[config.mk]
export PLATFORM = sky130hd
export DESIGN_NAME = pwm5_gen
export DESIGN_NICKNAME = d
export VERILOG_FILES = /design/src/rtl/pwm5_pkg.sv /design/src/rtl/pwm5_rst_sync.sv /design/src/rtl/pwm5_ticker.sv /design/src/rtl/pwm5_settings.sv /design/src/rtl/pwm5_drive.sv /design/src/rtl/pwm5_gen.sv
export SDC_FILE = /design/constraint.sdc
export NUM_CORES = 1
export LEC_CHECK = 0
export BUFFER_PORTS_ARGS = -buffer_cell sky130_fd_sc_hd__buf_2
export CORE_MARGIN = 1.5
export CORE_UTILIZATION = 57
export DETAILED_ROUTE_END_ITERATION = 7
export PLACE_DENSITY = 0.74
export SLEW_MARGIN = 25
export SYNTH_ARGS = -nofsm -noshare
export SYNTH_HDL_FRONTEND = slang
export SYNTH_HIERARCHICAL = 1
export SYNTH_SLANG_ARGS = --single-unit
[constraint.sdc]
create_clock -name clk -period 1 [get_ports clk]
set_input_delay 0.2 -clock clk [delete_from_list [all_inputs] [get_ports clk]]
set_output_delay 0.2 -clock clk [all_outputs]
set_load 0.005 [all_outputs]
[src/rtl/pwm5_pkg.sv]
package pwm5_pkg;
  typedef enum logic [1:0] {
    OP_SET   = 2'd0,
    OP_FULL  = 2'd1,
    OP_SLEEP = 2'd2,
    OP_WAKE  = 2'd3
  } op_e;
endpackage

[src/rtl/pwm5_rst_sync.sv]
module pwm5_rst_sync #(
  parameter int STAGES = 2
) (
  input  logic clk,
  input  logic arst_n,
  output logic srst_n
);
  logic [STAGES-1:0] pipe_q;

  always_ff @(posedge clk or negedge arst_n) begin
    if (!arst_n) pipe_q <= '0;
    else         pipe_q <= {pipe_q[STAGES-2:0], 1'b1};
  end

  assign srst_n = pipe_q[STAGES-1];
endmodule

[src/rtl/pwm5_ticker.sv]
module pwm5_ticker #(
  parameter int DIV    = 50,
  parameter int STEP_W = 5
) (
  input  logic              clk,
  input  logic              rst_n,
  input  logic              hold,
  output logic [STEP_W-1:0] step,
  output logic              wrap
);
  localparam logic [STEP_W-1:0] STEP_LAST = '1;

  logic              tick;
  logic [STEP_W-1:0] step_q, step_d;

  generate
    if (DIV == 1) begin : g_nodiv
      assign tick = !hold;
    end else begin : g_div
      localparam int PW = $clog2(DIV);
      localparam logic [PW-1:0] PRE_LAST = PW'(DIV - 1);
      logic [PW-1:0] pre_q, pre_d;

      always_comb begin
        pre_d = pre_q;
        if (hold)                  pre_d = '0;
        else if (pre_q == PRE_LAST) pre_d = '0;
        else                       pre_d = pre_q + 1'b1;
      end

      always_ff @(posedge clk or negedge rst_n) begin
        if (!rst_n) pre_q <= '0;
        else        pre_q <= pre_d;
      end

      assign tick = !hold && (pre_q == PRE_LAST);
    end
  endgenerate

  always_comb begin
    step_d = step_q;
    if (hold)      step_d = '0;
    else if (tick) step_d = step_q + 1'b1;
  end

  always_ff @(posedge clk or negedge rst_n) begin
    if (!rst_n) step_q <= '0;
    else        step_q <= step_d;
  end

  assign step = step_q;
  assign wrap = tick && (step_q == STEP_LAST);
endmodule

[src/rtl/pwm5_settings.sv]
module pwm5_settings
  import pwm5_pkg::*;
#(
  parameter int DUTY_W = 5,
  parameter logic [DUTY_W-1:0] RESET_CODE = '0
) (
  input  logic              clk,
  input  logic              rst_n,
  input  logic              cmd_valid,
  input  logic [1:0]        cmd_op,
  input  logic [DUTY_W-1:0] cmd_code,
  input  logic              wrap,
  output logic [DUTY_W-1:0] act_code,
  output logic              act_full,
  output logic              sleep
);
  logic [DUTY_W-1:0] shd_code_q, shd_code_d, act_code_q, act_code_d;
  logic              shd_full_q, shd_full_d, act_full_q, act_full_d;
  logic              sleep_q, sleep_d;
  logic              act_load;

  always_comb begin
    shd_code_d = shd_code_q;
    shd_full_d = shd_full_q;
    sleep_d    = sleep_q;
    if (cmd_valid) begin
      unique case (op_e'(cmd_op))
        OP_SET:   begin shd_code_d = cmd_code; shd_full_d = 1'b0; end
        OP_FULL:  shd_full_d = 1'b1;
        OP_SLEEP: sleep_d = 1'b1;
        OP_WAKE:  sleep_d = 1'b0;
        default:  sleep_d = sleep_q;
      endcase
    end
  end

  assign act_load = wrap || sleep_q;

  always_comb begin
    act_code_d = act_code_q;
    act_full_d = act_full_q;
    if (act_load) begin
      act_code_d = shd_code_q;
      act_full_d = shd_full_q;
    end
  end

  always_ff @(posedge clk or negedge rst_n) begin
    if (!rst_n) begin
      shd_code_q <= RESET_CODE;
      shd_full_q <= 1'b0;
      act_code_q <= RESET_CODE;
      act_full_q <= 1'b0;
      sleep_q    <= 1'b0;
    end else begin
      shd_code_q <= shd_code_d;
      shd_full_q <= shd_full_d;
      act_code_q <= act_code_d;
      act_full_q <= act_full_d;
      sleep_q    <= sleep_d;
    end
  end

  assign act_code = act_code_q;
  assign act_full = act_full_q;
  assign sleep    = sleep_q;
endmodule

[src/rtl/pwm5_drive.sv]
module pwm5_drive #(
  parameter int DUTY_W = 5
) (
  input  logic              clk,
  input  logic              rst_n,
  input  logic [DUTY_W-1:0] step,
  input  logic [DUTY_W-1:0] act_code,
  input  logic              act_full,
  input  logic              sleep,
  output logic              pwm_out,
  output logic              pwm_oe
);
  logic out_q, out_d, oe_q, oe_d;

  always_comb begin
    oe_d  = !sleep;
    out_d = !sleep && (act_full || (step < act_code));
  end

  always_ff @(posedge clk or negedge rst_n) begin
    if (!rst_n) begin
      out_q <= 1'b0;
      oe_q  <= 1'b0;
    end else begin
      out_q <= out_d;
      oe_q  <= oe_d;
    end
  end

  assign pwm_out = out_q;
  assign pwm_oe  = oe_q;
endmodule

[src/rtl/pwm5_gen.sv]
module pwm5_gen #(
  parameter int DUTY_W   = 5,
  parameter int TICK_DIV = 50
) (
  input  logic              clk,
  input  logic              rst_n,
  input  logic              cmd_valid,
  input  logic [1:0]        cmd_op,
  input  logic [DUTY_W-1:0] cmd_code,
  output logic              pwm_out,
  output logic              pwm_oe
);
  localparam logic [DUTY_W-1:0] HALF_CODE = DUTY_W'(1 << (DUTY_W - 1));

  logic              srst_n;
  logic [DUTY_W-1:0] step;
  logic              wrap;
  logic [DUTY_W-1:0] act_code;
  logic              act_full;
  logic              sleep;

  pwm5_rst_sync #(.STAGES(2)) u_rst (
    .clk(clk), .arst_n(rst_n), .srst_n(srst_n)
  );

  pwm5_ticker #(.DIV(TICK_DIV), .STEP_W(DUTY_W)) u_tick (
    .clk(clk), .rst_n(srst_n), .hold(sleep), .step(step), .wrap(wrap)
  );

  pwm5_settings #(.DUTY_W(DUTY_W), .RESET_CODE(HALF_CODE)) u_set (
    .clk(clk), .rst_n(srst_n), .cmd_valid(cmd_valid), .cmd_op(cmd_op),
    .cmd_code(cmd_code), .wrap(wrap), .act_code(act_code),
    .act_full(act_full), .sleep(sleep)
  );

  pwm5_drive #(.DUTY_W(DUTY_W)) u_drv (
    .clk(clk), .rst_n(srst_n), .step(step), .act_code(act_code),
    .act_full(act_full), .sleep(sleep), .pwm_out(pwm_out), .pwm_oe(pwm_oe)
  );
endmodule

=== Word level (Yosys, flattened, before mapping) ===
Index checks and enable logic that the tools add are counted.

* Add/subtract/negate cells: 2
* $mul: 0
* Divide/modulo/power cells: 0
* $lt $le $gt $ge: 1
* Eq/ne operators: 5
* Shift-type cells: 0
* Muxes and demuxes: 6
* Bitwise gates (word level): 0
* Reductions and logical operators: 13

{| class="wikitable"
|+ Operator list
! kind !! count
|-
| 6-bit two-way mux || 2
|-
| 5-bit two-way mux || 2
|-
| 6-bit by 1-bit adder with 6-bit output, second input constant || 1
|-
| 6-bit equality test, second input constant || 1
|-
| 2-bit AND reduction || 3
|-
| 2-bit nonzero test || 3
|-
| 5-bit by 1-bit adder with 5-bit output, second input constant || 1
|-
| 5-bit equality test, second input constant || 1
|-
| 5-bit < comparator || 1
|-
| 2-bit equality test, second input constant || 2
|-
| 1-bit case mux with 2 select lines || 2
|-
| 1-bit logical AND || 3
|-
| 2-bit by 1-bit equality test with 1-bit output, second input constant || 1
|-
| 2-bit zero test || 1
|-
| 1-bit logical OR || 2
|-
| 1-bit zero test || 1
|}

* Bits in registers: 28
* Latch bits: 0
* RAM bits: 0
* Memory bits (read-only): 0
* Output and inout bits: 2
* Word-level logic and storage cells: 37
* Memories: 0

=== Logic depth before layout (Yosys ltp) ===
Gate-level depths: netlist (run 1).

* Depth after elaboration: 4
* Depth in mapped cells: 7

=== Modules after synthesis ===
The synthesis (run 1) kept the hierarchy.

{| class="wikitable"
|+ Modules (own cells, without submodules)
! module !! times used !! cells each !! area an instance (sq um) !! seq. area each (sq um)
|-
| pwm5_ticker || 1 || 53 || 566.8 || 275.3
|-
| pwm5_settings || 1 || 31 || 511.7 || 327.8
|-
| pwm5_drive || 1 || 19 || 165.2 || 50.0
|-
| pwm5_rst_sync || 1 || 3 || 53.8 || 50.0
|}

=== Worst setup path after synthesis (run 1) ===
Ideal clock, no wire load.

* Path kind: reg-to-reg
* Start: register u_tick.g_div.pre_q[2]
* End: register u_set.act_code_q[0] (netlist: u_set/act_code[0])
* Arrival: 1.641 ns
* Data required time: 0.875 ns
* Setup slack: -0.766 ns
* Cell stages (with the launch flop): 6
* Buffers on the path: 0
* Clock period less this slack: 1.766 ns
* Cells stage by stage: dfrtp_1 -> or3b_4 -> nor2_2 -> and3b_1 -> nor2_2 -> mux2_2

* Longest elaborated chain between the ends: 4

{| class="wikitable"
|+ Ends and longest elaborated chain
! element !! line !! source
|-
| from (decl) || pwm5_ticker.sv:22 || <nowiki>logic [PW-1:0] pre_q, pre_d;</nowiki>
|-
| from (signal assigned) || pwm5_ticker.sv:33 || <nowiki>else pre_q <= pre_d;</nowiki>
|-
| 6-bit equality test || pwm5_ticker.sv:36 || <nowiki>assign tick = !hold && (pre_q == PRE_LAST);</nowiki>
|-
| 1-bit logical AND || pwm5_ticker.sv:36 ||
|-
| 1-bit logical AND || pwm5_ticker.sv:52 || <nowiki>assign wrap = tick && (step_q == STEP_LAST);</nowiki>
|-
| net wrap || pwm5_gen.sv:17 || <nowiki>logic wrap;</nowiki>
|-
| 1-bit logical OR || pwm5_settings.sv:37 || <nowiki>assign act_load = wrap || sleep_q;</nowiki>
|-
| to (signal assigned) || pwm5_settings.sv:58 || <nowiki>act_code_q <= act_code_d;</nowiki>
|-
| to (decl) || pwm5_settings.sv:17 || <nowiki>logic [DUTY_W-1:0] shd_code_q, shd_code_d, act_code_q, act_code_d;</nowiki>
|}

The timed path passes the listed nets, and every way through them passes these cells.
A chain may end at the register's enable or synchronous reset.

=== Worst setup path in the final report (run 1) ===
* Start: register u_tick.step_q[0] (netlist: u_tick/step[0])
* End: register u_set.act_code_q[1] (netlist: u_set/act_code[1])

* Longest elaborated chain between the ends: 3

{| class="wikitable"
|+ Ends and longest elaborated chain
! element !! line !! source
|-
| from (decl) || pwm5_ticker.sv:14 || <nowiki>logic [STEP_W-1:0] step_q, step_d;</nowiki>
|-
| from (signal assigned) || pwm5_ticker.sv:48 || <nowiki>else step_q <= step_d;</nowiki>
|-
| 5-bit equality test || pwm5_ticker.sv:52 ||
|-
| 1-bit logical AND || pwm5_ticker.sv:52 ||
|-
| net wrap || pwm5_gen.sv:17 ||
|-
| 1-bit logical OR || pwm5_settings.sv:37 ||
|}

The timed path passes the listed nets, and every way through them passes these cells.

==> flow_metrics.tcl, run 1 <==
set metrics [dict create \
    outcome "finished, violations left" \
    violations "setup timing" \
    hold_viol_final 0 \
    vias 946 \
    cts.reportedPaths.clkPinSlew_ns 0.15 \
    rrSetupSlack_ns -0.79 \
    dp_slack_ns -0.758 \
    arrival_ns 2.02 \
    cp.required_ns 1.24 \
    syn_nets 124 \
    vdd_drop_max_mv 1.60 \
    ys_types 31 \
    ios 12 \
    rsz0062_at_grt "yes" \
    grt_use_total_pct 24.0 \
    port_buffers 11 \
    antenna_left 0 \
    wl_mm 2.57 \
    clkLatencyLatePin_ns 0.33 \
    dp_hpwl_mm 1.84 \
    final_layout_size_suffix_gt1_share_pct 50.3 \
    post-route-period-util_pct 179 \
    die_area_um2 2570 \
    h-tree-depth 1 \
    synth_top_cell_by_area "dfrtp_1" \
    wl_met2_mm 1.39 \
    path_class "reg2reg" \
    yosysSeqAreaShare_pct 54.2 \
    path_max_fanout 6 \
    cts_tree "yes" \
    hold_path_class "in2reg" \
    power_leakage_nw 0.821 \
    wl_met1_mm 1.06 \
    setup_ws_ns -0.788 \
    synth-warning-count 6 \
    end_kind "register" \
    drc 0 \
    fin_worst_skew_ns 0.00421 \
    synth_area_um2 1300 \
    antenna_found_initial 0 \
    power.density_nw_per_um2 1560 \
    synth_flop_cell "dfrtp_1" \
    cts_buffers 3 \
    grt_overflow 0 \
    routed.top_layer "met4" \
    num-nets-final 168 \
    setup_violations 20 \
    start_kind "register" \
    synth_edf_count 0 \
    ys_top_cells_by_area "dfrtp_1, mux2_2, ha_1" \
    synthArstFlopShare_pct 100 \
    grt_pass1_wl_mm 4.45 \
    die_x_um 50.7 \
    maxCapViolations 0 \
    postLayoutCoreUtil_pct 81.8 \
    vias_per_cell 5.34 \
    chipHeight_um 50.7 \
    initial_core_util_pct 59.8 \
    synth.avg_cell_area_um2 12.2 \
    grt_pass1_vias 973 \
    hold_slack_ns 0.0862 \
    area_growth_pct 36.7 \
    synth-seq-cells 28 \
    finalMaxSlewViolations 0 \
    root_buffer "clkbuf_4" \
    synth_top_area_share_pct 50.1 \
    rows 17 \
    antenna_cells 0 \
    postSynthCellCount 106 \
    dr.pass1.iters 4 \
    core-area_um2 2170 \
    clock-sinks 28 \
    fin_crit_ns 1.79 \
    initialDrtViolationCount 8 \
    wire_per_inst_um 14.5 \
    met3_length_um 75 \
    fmax_ghz 0.559 \
    grt_max_degree 17 \
    gp_congestion 0.795 \
    clock_path_buffers 2 \
]
## cell usage after synthesis, types with 3 or more instances
cell,count
inv_1,8
mux2_2,13
dfrtp_1,26
nor3_1,5
nand2_1,4
ha_1,8
mux2i_1,3
nand2b_1,5
nand3_1,4
o21ai_0,3
a21oi_1,3
## cell families after synthesis
| family | count (synthesis) | synth area share (%) |
|---|---|---|
| AO/OA/AOI/OAI | 11 | 5.21 |
| XOR/XNOR | 3 | 2.03 |
| adder cells (fa/ha/maj) | 8 | 7.71 |
| buffers and inverters | 9 | 2.60 |
| flip-flops | 28 | 54.2 |
| multiplexers | 16 | 13.6 |
| other | 1 | 0.289 |
| AND/OR/NAND/NOR | 30 | 14.4 |
## routing by layer
metal / vias up / GRT usage [%]
li1: 453 / -
met1: 470 / 28.4
met2: 17 / 42.8
met3: 6 / 6.25
met4: 0 / 6.76
met5: - / 0
## critical path, stage by stage, from the launching register on
cell and delay (ns):
dfrtp_1 0.42, ha_2 0.19, and3_4 0.17, ha_4 0.15, and3b_2 0.21, nor2_4 0.19
mux2_2 0.36
## power by group
group	internal [mW]	switching, mW	total [mW]
clock network	0.406	0.335	0.741
registers	1.32	0.0962	1.41
logic	0.348	0.268	0.616
total	2.07	0.700	2.77
## cell type report
type,count,area [um2]
clock inverters,1,30.0
repair buffers,40,290
clock buffers,3,22.5
fillers,142,395
flip-flops and latches,28,703
well taps,28,35.0
multi-input cells,69,663
inverters,8,30.0
## sequential cells by signal, indices dropped and copies added (netlist names)
| signal | cells |
|---|---|
| u_tick/g_div.pre_q | 6 |
| u_set/act_code | 5 |
| u_set/shd_code_q | 5 |
| u_tick/step | 5 |
| u_rst/pipe_q | 2 |
| u_drv/pwm_oe | 1 |
| u_drv/pwm_out | 1 |
| u_set/act_full | 1 |
| u_set/shd_full_q | 1 |
| u_set/sleep | 1 |
## cell usage in the layout (no fill, tap or decap), types with 2 or more instances in the layout
| cell | count |
|---|---|
| dfrtp_1 | 26 |
| buf_4 | 24 |
| buf_2 | 11 |
| mux2_2 | 10 |
| inv_1 | 7 |
| nand2b_1 | 5 |
| nor3_1 | 5 |
| buf_6 | 4 |
| nand2_1 | 4 |
| ha_4 | 4 |
| nand3_1 | 4 |
| clkbuf_4 | 3 |
| ha_1 | 3 |
| mux2_4 | 3 |
| mux2i_1 | 3 |
| nor2b_1 | 2 |
| a21oi_2 | 2 |
| o21ai_1 | 2 |
| nor2_4 | 2 |
| dfstp_2 | 2 |
| xor2_1 | 2 |
## worst paths after layout
check,start,endpoint,depth (start not counted)
worst max-delay path,u_tick/step[0]$_DFFE_PN0P_,u_set/act_code[1]$_DFFE_PN0P_,6
worst min-delay path,cmd_code[0],u_set/shd_code_q[0]$_DFFE_PN0P_,2
worst max register to register,u_tick/step[0]$_DFFE_PN0P_,u_set/act_code[1]$_DFFE_PN0P_,6
worst min register to register,u_rst/pipe_q[1]$_DFF_PN0_,u_drv/pwm_oe$_DFF_PN0_,0
max in group asynchronous,u_rst/pipe_q[1]$_DFF_PN0_,u_tick/g_div.pre_q[1]$_DFF_PN0_,1
min in group asynchronous,rst_n,u_rst/pipe_q[0]$_DFF_PN0_,2
## stage by stage
step / instances / instance area [um2] / total power [mW] / setup TNS [ns]
final: 177 / 1770 / 2.77 / -9.09
after global routing: 177 / 1770 / 2.92 / -10.37
after CTS: 176 / 1750 / 2.76 / -8.74
after detailed placement: 168 / 1590 / 1.98 / -9.07
after global placement: 168 / 1590 / 1.94 / -8.43
after floorplan: 106 / 1330 / 1.77 / -7.42
## what timing repair did
item	in CTS	in global routing
setup endpoints to repair	20	20
endpoints found under the hold margin	2	0
pin swaps	4	0
setup buffers	4	1
resized for setup	14	4
hold buffers	1	0
No activity file was read; power rests on OpenSTA's default activity.
==> run 2: changes to the inputs <==
- clock period: 1 -> 1.8 ns (I/O delays scaled with it)
==> flow_metrics.tcl, run 2 (same netlist as run 1, synthesis figures left out) <==
set metrics [dict create \
    power_leakage_nw 0.709 \
    die_area_um2 2570 \
    core-area_um2 2170 \
    cp.required_ns 2.02 \
    wl_mm 2.06 \
    drc 0 \
    hold_slack_ns 0.240 \
    vdd_drop_max_mv 0.691 \
    port_buffers 11 \
    hold_viol_final 0 \
    rows 17 \
    clock-sinks 28 \
    setup_ws_ns 0.00717 \
    r2r_cells 6 \
    grt_use_total_pct 18.9 \
    clkLatencyLatePin_ns 0.32 \
    final-seq-area_um2 703 \
    regToRegEndpoint "u_set/act_code[2]$_DFFE_PN0P_" \
    clock_path_buffers 2 \
    dr.pass1.iters 4 \
    post-route-period-util_pct 99.6 \
    power_frac_comb_pct 20.3 \
    fin_worst_skew_ns 0.00343 \
    layout_commonest_cell "dfrtp_1" \
    crit_start "u_tick/step[1]$_DFFE_PN0P_" \
    outcome "completed" \
    pwr-share-seq_pct 60.1 \
    placed_cells 150 \
    setup_violations 0 \
    fin_crit_ns 1.79 \
    grt_overflow 0 \
    end_kind "register" \
    antenna_left 0 \
    fmax_ghz 0.558 \
    largest_reg_flops 6 \
    r2r_start "u_tick/step[1]$_DFFE_PN0P_" \
    finalMaxSlewViolations 0 \
    crit_end "u_set/act_code[2]$_DFFE_PN0P_" \
    cellInternalPower_mw 0.971 \
    initial_core_util_pct 59.8 \
    fillers 170 \
    die_x_um 50.7 \
    dp_slack_ns -0.0497 \
    h-tree-depth 1 \
    grt_pass1_wl_mm 3.53 \
    arrival_ns 2.01 \
    gp_congestion 0.732 \
    fin_cells 155 \
    vias_per_cell 5.35 \
    cts_buffers 3 \
    clkPwrFrac_pct 19.5 \
    fin_tns_setup_ns 0 \
    largest_register "u_tick/g_div.pre_q" \
    netSwitchingPower_mw 0.344 \
    postLayoutCoreUtil_pct 69.7 \
    root_buffer "clkbuf_4" \
    swShare_pct 26.2 \
    mostFrequentLayoutCells "dfrtp_1, buf_2, inv_1, mux2_2" \
    maxCapViolations 0 \
    area_growth_pct 16.6 \
    rrSetupSlack_ns 0.007 \
    hold_path_class "reg2async" \
    start_kind "register" \
    antenna_cells 0 \
    initialDrtViolationCount 7 \
    grt_max_degree 27 \
    multi_input_area_um2 608 \
    cts.reportedPaths.clkPinSlew_ns 0.14 \
    dp_hpwl_mm 1.52 \
    ios 12 \
    wire_per_inst_um 13.3 \
    num-nets-final 146 \
    rsz0062_at_grt "yes" \
    cts_tree "yes" \
    path_max_fanout 6 \
    vias 829 \
    path_class "reg2reg" \
    antenna_found_initial 0 \
    post_cts_buffers 0 \
    final_layout_size_suffix_gt1_share_pct 36.2 \
    chipHeight_um 50.7 \
    power.density_nw_per_um2 870 \
    grt_pass1_vias 846 \
]
run 2: cell count changes in the layout (fill, tap and decap cells not counted), sizes merged:
| cell | previous run | this run |
|---|---|---|
| bufinv | 1 | 0 |
| buf | 39 | 17 |
| clkbuf | 3 | 4 |
run 2: worst min-delay path by stage:
stage	startpoint	end	slack, ns
4_1_cts	cmd_op[0]	u_set/sleep$_DFFE_PN0P_	0.25
6_report	u_rst/pipe_q[1]$_DFF_PN0_	u_tick/step[2]$_DFFE_PN0P_	0.24
2_1_floorplan	rst_n	u_rst/pipe_q[0]$_DFF_PN0_	0.06
3_3_place_gp	rst_n	u_rst/pipe_q[0]$_DFF_PN0_	0.14
5_1_grt	cmd_code[0]	u_set/shd_code_q[0]$_DFFE_PN0P_	0.23
3_5_place_dp	rst_n	u_rst/pipe_q[0]$_DFF_PN0_	0.15
run 2: per-layer routing:
metal | up-vias | global-route usage (%) | routed length (um)
li1 | 408 | - | -
met1 | 404 | 22.3 | 935
met2 | 13 | 32.7 | 1040
met3 | 4 | 3.57 | 49
met4 | 0 | 9.46 | 30
met5 | - | 0 | 0
run 2: through the flow:
step / power, mW / instance area, um2
after floorplan: 0.966 / 1300
after global placement: 1.02 / 1430
after detailed placement: 1.04 / 1430
after CTS: 1.30 / 1470
after global routing: 1.40 / 1510
final: 1.32 / 1510
run 2: area by class of cell:
cell class | instances | area share (%)
Clock buffer | 4 | 1.74
Inverter | 8 | 1.99
Multi-Input combinational cell | 69 | 40.2
Sequential cell | 28 | 46.5
Tap cell | 28 | 2.32
Timing Repair Buffer | 18 | 7.28
run 2: what timing repair did:
item | in CTS | in global routing
hold buffers | 1 | 0
pin swaps | 0 | 2
endpoints found under the setup margin | 6 | 6
endpoints found under the hold margin | 2 | 0
gates resized for setup | 1 | 11
run 2: power by group through the flow:
stage | Sequential [mW] | Combinational, mW | Clock, mW
global route | 0.807 | 0.300 | 0.293
floorplan | 0.795 | 0.171 | 0
CTS | 0.790 | 0.243 | 0.269
global placement | 0.796 | 0.226 | 0
detailed placement | 0.802 | 0.240 | 0
finish | 0.791 | 0.267 | 0.257
run 2: critical path, cell delays in order (launching register included):
cell	delay, ns
dfrtp_1	0.41
ha_2	0.19
and3_4	0.17
ha_4	0.14
and3b_2	0.21
nor2_4	0.24
mux2_4	0.33
==> run 3: changes to the inputs <==
- CORE_MARGIN: 1.5 -> 4
- CTS_BUF_LIST: unset -> sky130_fd_sc_hd__clkbuf_16
==> flow_metrics.tcl, run 3 (same netlist as run 1, synthesis figures left out) <==
set metrics [dict create \
    outcome "completed" \
    largest_register "u_tick/g_div.pre_q" \
    final-seq-area_um2 703 \
    largest_reg_flops 6 \
    cts.reportedPaths.clkPinSlew_ns 0.07 \
    grt_pass1_vias 924 \
    ios 12 \
    hold_path_class "reg2async" \
    postLayoutCoreUtil_pct 69.6 \
    fin_worst_skew_ns 0.00487 \
    slowest_delay_ns 0.39 \
    clock_path_buffers 2 \
    chipHeight_um 55.7 \
    area_growth_pct 17.6 \
    multi_input_area_um2 568 \
    arrival_ns 1.91 \
    rows 17 \
    path_class "reg2reg" \
    dp_slack_ns -0.0807 \
    fin_crit_ns 1.76 \
    die_x_um 55.7 \
    start_kind "register" \
    core-area_um2 2190 \
    grt_use_total_pct 17.4 \
    antenna_left 0 \
    setup_violations 0 \
    power.density_nw_per_um2 1010 \
    dr.pass1.iters 4 \
    placed_cells 150 \
    cts_tree "yes" \
    path_buf_inv 0 \
    final_layout_size_suffix_gt1_share_pct 33.1 \
    netSwitchingPower_mw 0.372 \
    vias 844 \
    vdd_drop_max_mv 0.722 \
    cp.required_ns 1.95 \
    crit_family "simple AND/OR/NAND/NOR gates" \
    grt_pass1_wl_mm 4.09 \
    layout_commonest_cell "dfrtp_1" \
    die_area_um2 3100 \
    power_leakage_nw 0.716 \
    setup_ws_ns 0.0406 \
    dp_hpwl_mm 1.73 \
    cts_buffers 3 \
    vias_per_cell 5.45 \
    h-tree-depth 1 \
    root_buffer "clkbuf_16" \
    wire_per_inst_um 14.7 \
    antenna_found_initial 0 \
    finalPower_mw 1.54 \
    grt_overflow 0 \
    grt_max_degree 27 \
    path_max_fanout 6 \
    initialDrtViolationCount 16 \
    antenna_cells 0 \
    cellInternalPower_mw 1.16 \
    rsz0062_at_grt "yes" \
    num-nets-final 146 \
    maxCapViolations 0 \
    clkLatencyLatePin_ns 0.26 \
    crit_chain "ha_2, and3_1, ha_1, and3b_1, nor2_4, mux2_2" \
    fin_cells 155 \
    end_kind "register" \
    initial_core_util_pct 59.2 \
    wl_mm 2.28 \
    fmax_ghz 0.568 \
    swShare_pct 24.3 \
    pwr-share-seq_pct 51.6 \
    clkPwrFrac_pct 32.4 \
    drc 0 \
    finalMaxSlewViolations 0 \
    port_buffers 11 \
    hold_slack_ns 0.236 \
    power_frac_comb_pct 16.0 \
    mostFrequentLayoutCells "dfrtp_1, mux2_2, buf_2" \
    cpMaxStageDelayCell "dfrtp_1" \
    fillers 164 \
    gp_congestion 0.774 \
    clock-sinks 28 \
    post-route-period-util_pct 97.7 \
    hold_viol_final 0 \
]
run 3: changes by cell type in the layout (fill, tap and decap cells not counted), sizes merged:
| cell | change |
|---|---|
| clkbuf | -1 |
| clkinv | +1 |
run 3: path summary, 6_finish.rpt:
| path | slack (ns) | to | startpoint | depth (start not counted) |
|---|---|---|---|---|
| min | 0.24 | u_set/act_full$_DFFE_PN0P_ | u_rst/pipe_q[1]$_DFF_PN0_ | 1 |
| min in group clk | 0.33 | u_set/shd_code_q[4]$_DFFE_PN1P_ | cmd_code[4] | 2 |
| max reg2reg | 0.04 | u_set/act_code[1]$_DFFE_PN0P_ | u_tick/step[0]$_DFFE_PN0P_ | 6 |
| max | 0.04 | u_set/act_code[1]$_DFFE_PN0P_ | u_tick/step[0]$_DFFE_PN0P_ | 6 |
| min reg2reg | 0.24 | u_set/act_full$_DFFE_PN0P_ | u_rst/pipe_q[1]$_DFF_PN0_ | 1 |
| max in group asynchronous | 1.28 | u_set/shd_code_q[4]$_DFFE_PN1P_ | u_rst/pipe_q[1]$_DFF_PN0_ | 1 |
run 3: layout make-up:
| cell class | count | area share, % |
|---|---|---|
| Clock buffer | 3 | 4.92 |
| Clock inverter | 1 | 0.246 |
| Inverter | 8 | 1.97 |
| Multi-Input combinational cell | 69 | 37.2 |
| Sequential cell | 28 | 46.1 |
| Tap cell | 28 | 2.30 |
| Timing Repair Buffer | 18 | 7.22 |
run 3: power by group through the flow:
stage | Sequential (mW) | Clock (mW) | Combinational [mW]
6_report | 0.792 | 0.498 | 0.245
5_1_grt | 0.805 | 0.540 | 0.278
4_1_cts | 0.793 | 0.504 | 0.249
3_5_place_dp | 0.804 | 0 | 0.247
3_3_place_gp | 0.799 | 0 | 0.231
2_1_floorplan | 0.795 | 0 | 0.171
run 3: stage by stage:
step / setup TNS [ns] / cell area, um2
after floorplan: 0 / 1300
after global placement: 0 / 1430
after detailed placement: -0.397 / 1430
after CTS: 0 / 1530
after global routing: -0.0357 / 1530
final: 0 / 1530
run 3: layer usage:
| layer | GRT usage, % | wire [um] | share of wire [%] | up-vias |
|---|---|---|---|---|
| li1 | - | - | - | 408 |
| met1 | 22.0 | 1060 | 46 | 422 |
| met2 | 28.0 | 1140 | 50 | 12 |
| met3 | 4.18 | 50 | 2.2 | 2 |
| met4 | 8.33 | 26 | 1.1 | 0 |
| met5 | 0 | 0 | 0 | - |
run 3: timing repair:
action	in CTS	in global routing
pin swaps	1	1
gates resized for setup	2	0
cloned	0	0
buffers inserted	0	0
endpoints found under the setup margin	6	5
hold endpoints to repair	2	0
hold buffers	1	0
